$ cat config.mk
export PLATFORM = sky130hd
export DESIGN_NAME = gpio_mux
export DESIGN_NICKNAME = d
export VERILOG_FILES = /design/src/rtl/gpio_mux_pkg.sv /design/src/rtl/gpio_mux_sync.sv /design/src/rtl/gpio_mux_regs.sv /design/src/rtl/gpio_mux_pin.sv /design/src/rtl/gpio_mux.sv
export SDC_FILE = /design/constraint.sdc
export NUM_CORES = 1
export LEC_CHECK = 0
export ABC_CLOCK_PERIOD_IN_PS = 1700
export BUFFER_PORTS_ARGS = -buffer_cell sky130_fd_sc_hd__buf_4
export CORE_MARGIN = 2
export CORE_UTILIZATION = 45
export CTS_BUF_LIST = sky130_fd_sc_hd__clkbuf_8
export CTS_CLUSTER_DIAMETER = 60
export DETAILED_ROUTE_END_ITERATION = 6
export PLACE_DENSITY = 0.84
export SLEW_MARGIN = 30
export SYNTH_ARGS = -nofsm -noshare
export SYNTH_HDL_FRONTEND = slang
export SYNTH_HIERARCHICAL = 1
export SYNTH_SLANG_ARGS = --single-unit
export TNS_END_PERCENT = 10
$ cat constraint.sdc
create_clock -name clk_i -period 1.7 [get_ports clk_i]
set_clock_uncertainty 0.15 [all_clocks]
set_input_delay 0.34 -clock clk_i [delete_from_list [all_inputs] [get_ports clk_i]]
set_output_delay 0.34 -clock clk_i [all_outputs]
set_load 0.05 [all_outputs]
$ cat src/rtl/gpio_mux_pkg.sv
package gpio_mux_pkg;
  localparam int NUM_PER = 3;

  typedef enum logic [1:0] {
    FN_SW   = 2'b00,
    FN_PER0 = 2'b01,
    FN_PER1 = 2'b10,
    FN_PER2 = 2'b11
  } fn_sel_e;

  localparam int A_DATA  = 0;
  localparam int A_SET   = 1;
  localparam int A_CLR   = 2;
  localparam int A_TGL   = 3;
  localparam int A_DIR   = 4;
  localparam int A_FSEL0 = 5;
endpackage

$ cat src/rtl/gpio_mux_sync.sv
module gpio_mux_sync #(
  parameter int W = 16
) (
  input  logic         clk_i,
  input  logic         rst_ni,
  input  logic [W-1:0] d_i,
  output logic [W-1:0] q_o
);
  logic [W-1:0] s1_q, s2_q;

  always_ff @(posedge clk_i or negedge rst_ni) begin
    if (!rst_ni) begin
      s1_q <= '0;
      s2_q <= '0;
    end else begin
      s1_q <= d_i;
      s2_q <= s1_q;
    end
  end

  assign q_o = s2_q;
endmodule

$ cat src/rtl/gpio_mux_regs.sv
module gpio_mux_regs
  import gpio_mux_pkg::*;
#(
  parameter int NUM_PINS = 16,
  parameter int DW       = 32,
  parameter int AW       = 4
) (
  input  logic                     clk_i,
  input  logic                     rst_ni,
  input  logic                     req_i,
  input  logic                     we_i,
  input  logic [AW-1:0]            addr_i,
  input  logic [DW-1:0]            wdata_i,
  output logic [DW-1:0]            rdata_o,
  input  logic [NUM_PINS-1:0]      pin_sync_i,
  output logic [NUM_PINS-1:0]      lat_o,
  output logic [NUM_PINS-1:0]      dir_o,
  output logic [NUM_PINS-1:0][1:0] fsel_o
);
  localparam int FPR = DW / 2;

  logic [NUM_PINS-1:0]      lat_q, dir_q, wmask;
  logic [NUM_PINS-1:0][1:0] fsel_q;
  logic                     wr, rd;

  assign wr    = req_i & we_i;
  assign rd    = req_i & ~we_i;
  assign wmask = wdata_i[NUM_PINS-1:0];

  always_ff @(posedge clk_i or negedge rst_ni) begin
    if (!rst_ni) begin
      lat_q <= '0;
    end else if (wr) begin
      case (int'(addr_i))
        A_DATA:  lat_q <= wmask;
        A_SET:   lat_q <= lat_q | wmask;
        A_CLR:   lat_q <= lat_q & ~wmask;
        A_TGL:   lat_q <= lat_q ^ wmask;
        default: ;
      endcase
    end
  end

  always_ff @(posedge clk_i or negedge rst_ni) begin
    if (!rst_ni) begin
      dir_q <= '0;
    end else if (wr && int'(addr_i) == A_DIR) begin
      dir_q <= wmask;
    end
  end

  always_ff @(posedge clk_i or negedge rst_ni) begin
    if (!rst_ni) begin
      fsel_q <= '0;
    end else if (wr) begin
      for (int p = 0; p < NUM_PINS; p++) begin
        if (int'(addr_i) == A_FSEL0 + p / FPR)
          fsel_q[p] <= wdata_i[2*(p%FPR) +: 2];
      end
    end
  end

  always_comb begin
    rdata_o = '0;
    if (rd) begin
      case (int'(addr_i))
        A_DATA:  rdata_o = DW'(pin_sync_i);
        A_DIR:   rdata_o = DW'(dir_q);
        default: begin
          for (int p = 0; p < NUM_PINS; p++) begin
            if (int'(addr_i) == A_FSEL0 + p / FPR)
              rdata_o[2*(p%FPR) +: 2] = fsel_q[p];
          end
        end
      endcase
    end
  end

  assign lat_o  = lat_q;
  assign dir_o  = dir_q;
  assign fsel_o = fsel_q;
endmodule

$ cat src/rtl/gpio_mux_pin.sv
module gpio_mux_pin
  import gpio_mux_pkg::*;
(
  input  logic [1:0]         fsel_i,
  input  logic               lat_i,
  input  logic               dir_i,
  input  logic               sync_i,
  input  logic [NUM_PER-1:0] per_do_i,
  input  logic [NUM_PER-1:0] per_oe_i,
  output logic               pin_o,
  output logic               pin_oe_o,
  output logic [NUM_PER-1:0] per_di_o
);
  always_comb begin
    unique case (fn_sel_e'(fsel_i))
      FN_PER0: begin pin_o = per_do_i[0]; pin_oe_o = per_oe_i[0]; end
      FN_PER1: begin pin_o = per_do_i[1]; pin_oe_o = per_oe_i[1]; end
      FN_PER2: begin pin_o = per_do_i[2]; pin_oe_o = per_oe_i[2]; end
      default: begin pin_o = lat_i;       pin_oe_o = dir_i;       end
    endcase
  end

  for (genvar k = 0; k < NUM_PER; k++) begin : g_route
    assign per_di_o[k] = (fsel_i == 2'(k + 1)) & sync_i;
  end
endmodule

$ cat src/rtl/gpio_mux.sv
module gpio_mux
  import gpio_mux_pkg::*;
#(
  parameter int NUM_PINS = 16,
  parameter int DW       = 32,
  parameter int AW       = 4
) (
  input  logic                              clk_i,
  input  logic                              rst_ni,
  input  logic                              req_i,
  input  logic                              we_i,
  input  logic [AW-1:0]                     addr_i,
  input  logic [DW-1:0]                     wdata_i,
  output logic [DW-1:0]                     rdata_o,
  input  logic [NUM_PINS-1:0]               pin_i,
  output logic [NUM_PINS-1:0]               pin_o,
  output logic [NUM_PINS-1:0]               pin_oe_o,
  input  logic [NUM_PER-1:0][NUM_PINS-1:0]  per_do_i,
  input  logic [NUM_PER-1:0][NUM_PINS-1:0]  per_oe_i,
  output logic [NUM_PER-1:0][NUM_PINS-1:0]  per_di_o
);
  logic [NUM_PINS-1:0]      pin_sync, lat_q, dir_q;
  logic [NUM_PINS-1:0][1:0] fsel_q;

  gpio_mux_sync #(.W(NUM_PINS)) u_sync (
    .clk_i (clk_i),
    .rst_ni(rst_ni),
    .d_i   (pin_i),
    .q_o   (pin_sync)
  );

  gpio_mux_regs #(.NUM_PINS(NUM_PINS), .DW(DW), .AW(AW)) u_regs (
    .clk_i     (clk_i),
    .rst_ni    (rst_ni),
    .req_i     (req_i),
    .we_i      (we_i),
    .addr_i    (addr_i),
    .wdata_i   (wdata_i),
    .rdata_o   (rdata_o),
    .pin_sync_i(pin_sync),
    .lat_o     (lat_q),
    .dir_o     (dir_q),
    .fsel_o    (fsel_q)
  );

  for (genvar p = 0; p < NUM_PINS; p++) begin : g_pin
    logic [NUM_PER-1:0] do_p, oe_p, di_p;
    for (genvar k = 0; k < NUM_PER; k++) begin : g_per
      assign do_p[k]        = per_do_i[k][p];
      assign oe_p[k]        = per_oe_i[k][p];
      assign per_di_o[k][p] = di_p[k];
    end
    gpio_mux_pin u_pin (
      .fsel_i  (fsel_q[p]),
      .lat_i   (lat_q[p]),
      .dir_i   (dir_q[p]),
      .sync_i  (pin_sync[p]),
      .per_do_i(do_p),
      .per_oe_i(oe_p),
      .pin_o   (pin_o[p]),
      .pin_oe_o(pin_oe_o[p]),
      .per_di_o(di_p)
    );
  end
endmodule

After elaboration in Yosys (flattened, before gate mapping)
Index checks and enable logic that the tools add are counted.
{"block": "totals", "ff_bits": 96, "inputBits": 152, "elab_cells": 185, "output_inout_bits": 112}
{"block": "classes", "n_mux": 51, "n_bitwise": 55, "eq_ne": 54, "n_reduce_logical": 5}
{"op": "1-bit one-hot mux with 3 select lines", "n": 32}
{"op": "2-bit equality test, second input constant", "n": 32}
{"op": "16-bit one-hot mux with 4 select lines", "n": 1}
{"op": "32-bit one-hot mux with 2 select lines", "n": 1}
{"op": "1-bit AND", "n": 50}
{"op": "2-bit by 1-bit equality test with 1-bit output, second input constant", "n": 16}
{"op": "2-bit two-way mux", "n": 16}
{"op": "32-bit two-way mux", "n": 1}
{"op": "16-bit AND", "n": 1}
{"op": "16-bit NOT", "n": 1}
{"op": "16-bit OR", "n": 1}
{"op": "16-bit XOR", "n": 1}
{"op": "4-bit by 2-bit equality test with 1-bit output, second input constant", "n": 2}
{"op": "4-bit equality test, second input constant", "n": 2}
{"op": "4-bit by 1-bit equality test with 1-bit output, second input constant", "n": 1}
{"op": "4-bit by 3-bit equality test with 1-bit output, second input constant", "n": 1}
{"op": "4-bit zero test", "n": 1}
{"op": "2-bit AND reduction", "n": 2}
{"op": "4-bit nonzero test", "n": 1}
{"op": "1-bit logical AND", "n": 1}
{"op": "1-bit NOT", "n": 1}

Longest topological paths before layout
Gate-level depths: netlist (run 1).
{"block": "logic_depth", "depth_word": 4, "ltp_mapped": 6, "depth_no_buf": 5}

By module
The synthesis (run 1) kept the hierarchy.
{"mod": "gpio_mux_regs", "seq_area_each_um2": 1601.5, "cells_per_inst": 382, "area_each_um2": 4003.8, "n_inst": 1}
{"mod": "gpio_mux_pin", "seq_area_each_um2": 0.0, "cells_per_inst": 5, "area_each_um2": 80.1, "n_inst": 16}
{"mod": "gpio_mux_sync", "seq_area_each_um2": 800.8, "cells_per_inst": 32, "area_each_um2": 800.8, "n_inst": 1}

Worst setup path before layout (run 1)
No wires, ideal clock.
{"block": "synth_timing", "path_type": "input-to-output", "startpoint": "input addr_i[1]", "endpoint": "output rdata_o[10]", "stages": 5, "required_ns": 1.210, "setup_slack_ns": -0.665, "path_buffers": 2, "t_arrival_ns": 1.875, "cell_sequence": "buf_2 -> nor3_2 -> clkbuf_1 -> a22oi_1 -> nor2_1"}
{"block": "synth_via", "elab_chain_len": 4, "elab_cells_between_ends": 6, "cone_classes": "eq/ne: 2; mux: 3; reduce/logical: 1"}
{"element": "start: declaration", "line_no": "gpio_mux.sv:12", "source": "input logic [AW-1:0] addr_i,"}
{"element": "4-bit equality test", "line_no": "gpio_mux_regs.sv:71", "source": "if (int'(addr_i) == A_FSEL0 + p / FPR)"}
{"element": "2-bit two-way mux", "line_no": "gpio_mux_regs.sv:71"}
{"element": "32-bit one-hot mux with 2 select lines (*)", "line_no": "gpio_mux_regs.sv:66", "source": "case (int'(addr_i))"}
{"element": "32-bit two-way mux (*)", "line_no": "gpio_mux_regs.sv:65", "source": "if (rd) begin"}
{"element": "end: declaration", "line_no": "gpio_mux.sv:14", "source": "output logic [DW-1:0] rdata_o,"}
Every way passes the cells marked *; elsewhere a longest branch is shown, timed or not.

Final worst setup path (run 1)
{"block": "layout_timing", "startpoint": "input addr_i[1]", "endpoint": "output rdata_o[17]"}
The elaborated chain is that of the path after synthesis.

==> results of run 1 <==
[flip-flops by register name, summed over array words and instances (netlist names)]
signal,count
u_sync/q_o,16
u_regs/lat_o,16
u_sync/s1_q,16
u_regs/dir_o,16
u_regs/fsel_o,32
[through the flow]
stage,area (sq um),setup WS [ps],setup TNS (ps)
6_report,9840,-360,-26070
5_1_grt,9840,-396,-30840
4_1_cts,9740,-365,-27370
3_5_place_dp,8770,-404,-28370
3_3_place_gp,8770,-353,-24160
2_1_floorplan,6300,-132,-6280
[routing by layer]
layer / up-vias / track usage, % / share of wire, %
met5: - / 0 / 0
met4: 0 / 12.5 / 2.9
met3: 54 / 7.12 / 7.0
met2: 265 / 53.9 / 55
met1: 2825 / 33.4 / 35
li1: 2484 / - / -
[worst max path at each step]
stage / from / to / slack (ps) / cells past startpoint
floorplan: addr_i[1] / rdata_o[10] / -130 / 5
global placement: addr_i[3] / rdata_o[16] / -350 / 7
detailed placement: addr_i[3] / rdata_o[22] / -400 / 7
CTS: addr_i[3] / rdata_o[22] / -360 / 7
global route: addr_i[1] / rdata_o[18] / -400 / 7
finish: addr_i[1] / rdata_o[17] / -360 / 7
[Yosys cell counts (2+ instances only)]
| cell | count | area share, % |
|---|---|---|
| dfrtp_1 | 96 | 39 |
| mux2_1 | 42 | 7.8 |
| inv_1 | 33 | 2.0 |
| and3b_2 | 32 | 5.3 |
| ha_1 | 32 | 6.6 |
| mux4_1 | 32 | 14 |
| nor2_1 | 32 | 2.0 |
| mux2_2 | 22 | 4.1 |
| clkbuf_1 | 19 | 1.2 |
| a22oi_1 | 16 | 2.0 |
| and2_1 | 16 | 1.6 |
| and3_2 | 16 | 2.0 |
| and3_1 | 11 | 1.1 |
| a2111oi_0 | 10 | 1.4 |
| a21oi_1 | 10 | 0.82 |
| nand2_1 | 10 | 0.62 |
| o31ai_1 | 9 | 1.1 |
| a21boi_0 | 6 | 0.74 |
| a22o_1 | 6 | 0.86 |
| nor3_1 | 6 | 0.49 |
| nor3b_1 | 6 | 0.74 |
| o211ai_1 | 6 | 0.74 |
| buf_2 | 4 | 0.33 |
| or3b_2 | 4 | 0.58 |
| buf_6 | 3 | 0.56 |
| buf_4 | 2 | 0.25 |
| or3b_1 | 2 | 0.29 |
[what timing repair did]
item,4_1_cts,5_1_grt
setup endpoints to repair,112,147
hold endpoints to repair,112,0
gates cloned,1,0
setup buffers,12,2
hold buffers,17,0
pin swaps,29,2
gates resized for setup,210,31
[cell type report]
class	instances	share of cell area (%)
Multi-Input combinational cell	337	36.7
Timing Repair Buffer	344	33.4
Sequential cell	96	24.7
Tap cell	176	2.24
Clock buffer	10	1.40
Inverter	33	1.26
Clock inverter	6	0.369
[worst reg2reg max path, delay by kind of cell (launching register included)]
family / cells / cell delay [ps]
adder cells (fa/ha/maj): 1 / 190
AND/OR/NAND/NOR: 1 / 450
AO/OA/AOI/OAI: 2 / 290
buffers and inverters: 1 / 80
flip-flops: 1 / 430
[power groups by stage]
stage | Clock, mW | Sequential, mW | Combinational [mW]
6_report | 1.39 | 3.15 | 4.21
4_1_cts | 1.42 | 3.12 | 4.12
5_1_grt | 1.51 | 3.21 | 4.40
2_1_floorplan | 0 | 2.96 | 2.46
3_5_place_dp | 0 | 3.13 | 3.60
3_3_place_gp | 0 | 3.09 | 3.49
[logic make-up after synthesis]
kind of cell / share of synthesized area (%)
mux: 25.7
fa+ha+maj: 6.58
flops: 39.5
buf+inv: 4.34
compound gates: 7.89
simple gates: 16.1
==> results.sh, run 1 <==
export IMPL_outcome="finished, violations left"
export IMPL_failed_checks="setup timing"
export IMPL_drc_errors=0
export IMPL_grt_start_max_net_pins=54
export IMPL_comb_power_share_pct=48.1
export IMPL_layout_common_cells="196 x buf_4, 98 x buf_6, 76 x dfrtp_1"
export IMPL_antenna_cells=0
export IMPL_portBuffers=263
export IMPL_reg2reg_from="u_regs/lat_o[7]$_DFFE_PN0P_"
export IMPL_ys_seq_area_share_pct=39.5
export IMPL_intPower_mw=5.19
export IMPL_clk_latency_ps=380
export IMPL_hpwl_um=14800
export IMPL_cts_tree="done"
export IMPL_hold_depth=2
export IMPL_core_area_sq_mm=0.0132
export IMPL_clockBufferDepth=2
export IMPL_synth_area_per_cell_sq_um=12.3
export IMPL_grt_pass1_vias=6109
export IMPL_core_rowCount=42
export IMPL_clkPwrFrac_pct=15.9
export IMPL_peakVddDrop_v=0.000616
export IMPL_syn_inst=494
export IMPL_path_clk_slew_ps=100
export IMPL_cp_max_fo=8
export IMPL_grt_antenna_before_repair=0
export IMPL_relSlewSlack_pct=68.3
export IMPL_via_count=5628
export IMPL_yosys_most_used_dff="dfrtp_1"
export IMPL_grt_first_pass_wirelength_um=32800
export IMPL_hp_class="in -> reg"
export IMPL_yosys_warnings=6
export IMPL_reg2reg_to="u_regs/lat_o[7]$_DFFE_PN0P_"
export IMPL_fin_util_pct=74.3
export IMPL_synthDistinctLibCells=38
export IMPL_synthArstFlopShare_pct=100
export IMPL_p_sw_share_pct=40.7
export IMPL_p_seq_share_pct=36.0
export IMPL_worst_endpoint_required_ps=1210
export IMPL_slowest_delay_ps=300
export IMPL_powerDensity_mw_per_mm2=890
export IMPL_drtAntennaViolNets=0
export IMPL_critical_path_top_delay_family="simple AND/OR/NAND/NOR gates"
export IMPL_cp_num_buf_inv=4
export IMPL_area_growth_pct=61.6
export IMPL_initial_utilization_pct=46.0
export IMPL_gr_total_overflow=0
export IMPL_finalSetupViolCount=111
export IMPL_cts_buffers_inserted=9
export IMPL_end_kind="output port"
export IMPL_routed_wl_um=21600
export IMPL_fillCellCount=845
export IMPL_drt_first_pass_iters=4
export IMPL_rsz0062_at_grt="yes"
export IMPL_drv_cap=0
export IMPL_reg2reg_slack_ps=50
export IMPL_synth_edf_count=0
export IMPL_power_leakage_nw=4.73
export IMPL_gp_congestion=0.802
export IMPL_h_tree_depth=3
export IMPL_hold_start="wdata_i[24]"
export IMPL_drive_gt1_share_pct=64.0
export IMPL_hold_viol_final=0
export IMPL_start_kind="primary input"
export IMPL_ios=264
export IMPL_crit_slowest_cell="nor4bb_4"
export IMPL_path_class="in -> out"
export IMPL_layout_cells_most_common="buf_4"
export IMPL_die_h_um=120
export IMPL_hold_slack_ps=16.0
export IMPL_ys_ff_latch=96
export IMPL_dpl_cell_count=954
export IMPL_syn_area_sq_mm=0.00609
export IMPL_drv_slew=0
export IMPL_grt_usage_pct=29.8
export IMPL_wire_per_inst_um=21.5
export IMPL_worstMarginPinSlew_ps=475
export IMPL_final_nets=1005
export IMPL_viasPerCell=5.62
export IMPL_finalCritPeriodShare_pct=121
export IMPL_clock_sinks=96
export IMPL_min_period_ps=2060
export IMPL_final_cells=1002
export IMPL_crit_chain="buf_6 > nor4bb_4 > buf_4 > and2b_4 > buf_12 > and2_4 > buf_8"
export IMPL_setup_slack_ps=-360
export IMPL_multi_input_area_sq_mm=0.00361
export IMPL_arrival_ps=1570
export IMPL_finalPower_mw=8.75
export IMPL_rr_worst_depth=5
export IMPL_register_area_sq_mm=0.00243
export IMPL_hold_end="u_regs/fsel_o[24]$_DFFE_PN0P_"
export IMPL_root_buffer="clkbuf_8"
export IMPL_fmax_mhz=485
export IMPL_switchingPower_mw=3.56
export IMPL_synth_nets=678
export IMPL_die_w_um=120
export IMPL_drt_initial_drc_count=357
export IMPL_die_area_sq_mm=0.0145
(Power assumes the default switching activity.)
==> run 2: changes to the inputs <==
--- a/config.mk
+++ b/config.mk
@@ -9,7 +9,7 @@
 export BUFFER_PORTS_ARGS = -buffer_cell sky130_fd_sc_hd__buf_4
 export CORE_MARGIN = 2
 export CORE_UTILIZATION = 45
-export CTS_BUF_LIST = sky130_fd_sc_hd__clkbuf_8
+export CTS_BUF_LIST = sky130_fd_sc_hd__clkbuf_4
 export CTS_CLUSTER_DIAMETER = 60
 export DETAILED_ROUTE_END_ITERATION = 6
 export PLACE_DENSITY = 0.84
==> run 2 against run 1 <==
The run still ends with setup timing left. Clock-buffer cell count is the same. Final area increased by 1.4%. Worst hold slack gained 13 ps. Via count rose by 3.4%. Clock power shrank 18%. Core utilization is 1.1 points higher. Sequential share of layout area shrank 0.34 points. Sequential power about the same.
==> results.sh, run 2 (same netlist as run 1, synthesis figures left out) <==
export IMPL_clock_sinks=96
export IMPL_antenna_cells=0
export IMPL_reg2reg_from="u_regs/lat_o[7]$_DFFE_PN0P_"
export IMPL_rsz0062_at_grt="yes"
export IMPL_end_kind="output port"
export IMPL_final_cells=1028
export IMPL_area_growth_pct=63.9
export IMPL_finalCritPeriodShare_pct=129
export IMPL_die_h_um=120
export IMPL_layout_common_cells="200 x buf_4, 107 x buf_6, 75 x dfrtp_1"
export IMPL_arrival_ps=1700
export IMPL_outcome="finished, violations left"
export IMPL_final_nets=1031
export IMPL_start_kind="flip-flop"
export IMPL_hp_class="in -> reg"
export IMPL_path_class="reg -> out"
export IMPL_drc_errors=0
export IMPL_hold_end="u_regs/fsel_o[2]$_DFFE_PN0P_"
export IMPL_path_clk_slew_ps=160
export IMPL_powerDensity_mw_per_mm2=857
export IMPL_grt_met2_usage_pct=53.9
export IMPL_use_met3_pct=6.51
export IMPL_drtAntennaViolNets=0
export IMPL_viasPerCell=5.66
export IMPL_hold_slack_ps=29.4
export IMPL_cts_buffers_inserted=9
export IMPL_top_usage_layer="met2"
export IMPL_routed_wl_um=22300
export IMPL_layout_cells_most_common="buf_4"
export IMPL_grt_usage_pct=30.0
export IMPL_grt_util_met1_pct=34.2
export IMPL_largest_reg_flops=32
export IMPL_final_cell_area_sq_mm=0.00998
export IMPL_initial_utilization_pct=46.0
export IMPL_dpl_cell_count=954
export IMPL_wire_per_inst_um=21.7
export IMPL_hold_viol_final=0
export IMPL_root_buffer="clkbuf_4"
export IMPL_peakVddDrop_v=0.000490
export IMPL_drive_gt1_share_pct=62.3
export IMPL_setup_slack_ps=-492
export IMPL_grt_start_max_net_pins=54
export IMPL_power_leakage_nw=4.78
export IMPL_failed_checks="setup timing"
export IMPL_ios=264
export IMPL_cp_max_fo=3
export IMPL_fmax_mhz=456
export IMPL_hold_depth=3
export IMPL_drv_cap=0
export IMPL_finalSetupViolCount=113
export IMPL_rr_worst_depth=5
export IMPL_worst_endpoint_required_ps=1210
export IMPL_via_count=5822
export IMPL_portBuffers=263
export IMPL_core_area_sq_mm=0.0132
export IMPL_slowest_delay_ps=570
export IMPL_gp_congestion=0.802
export IMPL_die_area_sq_mm=0.0145
export IMPL_drt_first_pass_iters=5
export IMPL_drv_slew=0
export IMPL_critical_path_top_delay_family="multiplexers"
export IMPL_grt_first_pass_wirelength_um=33200
export IMPL_finalPower_mw=8.55
export IMPL_grt_antenna_before_repair=0
export IMPL_cp_num_buf_inv=1
export IMPL_drt_initial_drc_count=429
export IMPL_gr_total_overflow=0
export IMPL_clockBufferDepth=2
export IMPL_dpl_cell_area_sq_mm=0.00877
export IMPL_cts_tree="done"
export IMPL_core_rowCount=42
export IMPL_crit_slowest_cell="mux4_2"
export IMPL_grt_pass1_vias=6150
export IMPL_worstMarginPinSlew_ps=615
export IMPL_relSlewSlack_pct=59.0
export IMPL_die_w_um=120
export IMPL_h_tree_depth=3
export IMPL_reg2reg_to="u_regs/lat_o[7]$_DFFE_PN0P_"
export IMPL_crit_chain="mux4_2 > buf_6"
export IMPL_reg2reg_slack_ps=50
export IMPL_hold_start="wdata_i[2]"
export IMPL_hpwl_um=14800
export IMPL_clk_latency_ps=480
export IMPL_min_period_ps=2190
-- run 2: layout make-up --
class                      count  area (sq um)
clock buffer                  10          75.1
fill                         843          3270
timing repair buffer         370          3460
tap                          176           220
inverter                      33           124
sequential                    96          2430
clock inverter                 6          36.3
multi-input combinational    337          3630
-- run 2: worst register-to-register path: stages, from the launching register on --
cell,delay [ps]
dfrtp_1,450
inv_1,70
ha_1,180
or3b_2,460
o211ai_1,130
a22o_1,160
-- run 2: what timing repair did --
item	CTS	global route
setup endpoints to repair	112	123
hold buffers	44	0
gates resized for setup	179	39
pin swaps	19	2
setup buffers	13	1
endpoints found under the hold margin	150	0
-- run 2: routing by layer --
| layer | vias up | share of wire, % |
|---|---|---|
| met5 | - | 0 |
| met4 | 0 | 4.6 |
| met3 | 82 | 6.6 |
| met2 | 299 | 53 |
| met1 | 2905 | 36 |
| li1 | 2536 | - |
-- run 2: power by group --
| part | internal, mW | switching [mW] | total, mW |
|---|---|---|---|
| Sequential | 2.64 | 0.505 | 3.15 |
| Clock | 0.307 | 0.828 | 1.14 |
| Combinational | 2.01 | 2.25 | 4.26 |
| Total | 4.96 | 3.58 | 8.55 |
-- run 2: how the worst max path moves through the flow --
stage / start / end / slack (ps) / cells past startpoint
after detailed placement: addr_i[3] / rdata_o[22] / -400 / 7
after global placement: addr_i[3] / rdata_o[16] / -350 / 7
final: u_regs/fsel_o[28]$_DFFE_PN0P_ / pin_o[14] / -490 / 2
after global routing: u_regs/fsel_o[28]$_DFFE_PN0P_ / pin_o[14] / -530 / 2
after floorplan: addr_i[1] / rdata_o[10] / -130 / 5
after CTS: u_regs/fsel_o[6]$_DFFE_PN0P_ / pin_oe_o[3] / -460 / 2
-- run 2: per-stage QoR --
step / util (%) / setup slack [ps] / TNS (ps)
finish: 75.3 / -492 / -37470
global route: 75.3 / -527 / -43880
CTS: 74.5 / -458 / -37990
detailed placement: 66.3 / -404 / -28370
global placement: 66.3 / -353 / -24160
floorplan: - / -132 / -6280
==> run 3: changes to the inputs <==
--- a/config.mk
+++ b/config.mk
@@ -13,6 +13,7 @@
 export CTS_CLUSTER_DIAMETER = 60
 export DETAILED_ROUTE_END_ITERATION = 6
 export PLACE_DENSITY = 0.84
+export SKIP_LAST_GASP = 1
 export SLEW_MARGIN = 30
 export SYNTH_ARGS = -nofsm -noshare
 export SYNTH_HDL_FRONTEND = slang
==> run 3 against run 2 <==
Critical endpoint is now pin_o[7]. Highest routed layer unchanged. Flip-flop and latch count stayed put. Total power is 2.8% lower. Via count is 1.9% lower. The flow still finishes with violations (setup timing).
==> results.sh, run 3 (same netlist as run 1, synthesis figures left out) <==
export IMPL_outcome="finished, violations left"
export IMPL_failed_checks="setup timing"
export IMPL_wire_per_inst_um=20.3
export IMPL_drv_cap=0
export IMPL_reg2reg_to="u_regs/lat_o[14]$_DFFE_PN0P_"
export IMPL_core_rowCount=42
export IMPL_layout_cells_most_common="buf_4"
export IMPL_drt_initial_drc_count=347
export IMPL_worst_endpoint_required_ps=1210
export IMPL_drive_gt1_share_pct=59.9
export IMPL_hold_slack_ps=44.3
export IMPL_area_growth_pct=58.0
export IMPL_fmax_mhz=452
export IMPL_grt_start_max_net_pins=54
export IMPL_finalPower_mw=8.31
export IMPL_dpl_worst_slack_ps=-404
export IMPL_die_w_um=120
export IMPL_hold_viol_final=0
export IMPL_portBuffers=263
export IMPL_grt_pass1_vias=5982
export IMPL_finalCritPeriodShare_pct=130
export IMPL_gp_congestion=0.802
export IMPL_antenna_cells=0
export IMPL_hold_end="u_regs/fsel_o[5]$_DFFE_PN0P_"
export IMPL_relSlewSlack_pct=68.7
export IMPL_min_period_ps=2210
export IMPL_power_leakage_nw=4.77
export IMPL_worstMarginPinSlew_ps=457
export IMPL_final_cells=1037
export IMPL_dpl_cell_count=954
export IMPL_setup_slack_ps=-513
export IMPL_core_area_sq_mm=0.0132
export IMPL_powerDensity_mw_per_mm2=865
export IMPL_hp_class="in -> reg"
export IMPL_final_cell_area_sq_mm=0.00961
export IMPL_drc_errors=0
export IMPL_path_clk_slew_ps=160
export IMPL_start_kind="flip-flop"
export IMPL_grt_usage_pct=28.3
export IMPL_drt_first_pass_iters=4
export IMPL_hold_depth=3
export IMPL_rsz0062_at_grt="yes"
export IMPL_viasPerCell=5.51
export IMPL_drtAntennaViolNets=0
export IMPL_die_area_sq_mm=0.0145
export IMPL_root_buffer="clkbuf_4"
export IMPL_hold_start="wdata_i[5]"
export IMPL_hpwl_um=14800
export IMPL_cp_max_fo=4
export IMPL_peakVddDrop_v=0.000475
export IMPL_arrival_ps=1720
export IMPL_clock_sinks=96
export IMPL_drv_slew=0
export IMPL_layout_common_cells="291 x buf_4, 87 x dfrtp_1, 44 x dlygate4sd3_1"
export IMPL_grt_first_pass_wirelength_um=31400
export IMPL_via_count=5714
export IMPL_die_h_um=120
export IMPL_clockBufferDepth=2
export IMPL_fin_util_pct=72.6
export IMPL_clk_latency_ps=470
export IMPL_reg2reg_slack_ps=-20
export IMPL_grt_antenna_before_repair=0
export IMPL_h_tree_depth=3
export IMPL_ios=264
export IMPL_finalSetupViolCount=116
export IMPL_initial_utilization_pct=46.0
export IMPL_dpl_cell_area_sq_mm=0.00877
export IMPL_rr_worst_depth=5
export IMPL_largest_reg_flops=32
export IMPL_routed_wl_um=21000
export IMPL_end_kind="output port"
export IMPL_path_class="reg -> out"
export IMPL_setup_tns_ps=-39980
export IMPL_final_nets=1040
export IMPL_reg2reg_from="u_regs/lat_o[14]$_DFFE_PN0P_"
export IMPL_gr_total_overflow=0
export IMPL_cts_tree="done"
export IMPL_cts_buffers_inserted=9
run 3: worst max path at each step:
stage                                        from     endpoint  slack (ps)  depth (start not counted)
finish              u_regs/fsel_o[14]$_DFFE_PN0P_     pin_o[7]        -510                          2
global route        u_regs/fsel_o[14]$_DFFE_PN0P_     pin_o[7]        -530                          2
CTS                  u_regs/fsel_o[6]$_DFFE_PN0P_  pin_oe_o[3]        -460                          2
detailed placement                      addr_i[3]  rdata_o[22]        -400                          7
global placement                        addr_i[3]  rdata_o[16]        -350                          7
floorplan                               addr_i[1]  rdata_o[10]        -130                          5
run 3: timing repair:
action	CTS	global route
endpoints found under the hold margin	150	0
endpoints found under the setup margin	112	122
hold buffers	44	0
pin swaps	5	9
setup buffers	13	10
resized for setup	63	28
run 3: cell type report:
class | count | area [sq um]
clock inverter | 6 | 36.3
fill | 901 | 3630
inverter | 33 | 124
sequential | 96 | 2410
clock buffer | 10 | 75.1
multi-input combinational | 337 | 3560
tap | 176 | 220
timing repair buffer | 379 | 3180
run 3: power by group:
part	leakage, nW	switching [mW]	total (mW)	internal (mW)
Combinational	3.54	2.19	4.09	1.91
Clock	0.0558	0.798	1.11	0.307
Sequential	1.17	0.482	3.11	2.63
Total	4.77	3.47	8.31	4.84
run 3: critical path, stage by stage (launching register included):
cell     delay [ps]
dfrtp_2         480
mux4_2          580
buf_6           180
run 3: metal layers:
| layer | wire length (um) | GRT usage [%] | share of wire, % | vias up |
|---|---|---|---|---|
| li1 | - | - | - | 2557 |
| met1 | 7740 | 33.1 | 37 | 2858 |
| met2 | 11200 | 50.2 | 53 | 247 |
| met3 | 1450 | 5.66 | 6.9 | 52 |
| met4 | 655 | 12.6 | 3.1 | 0 |
| met5 | 0 | 0 | 0 | - |
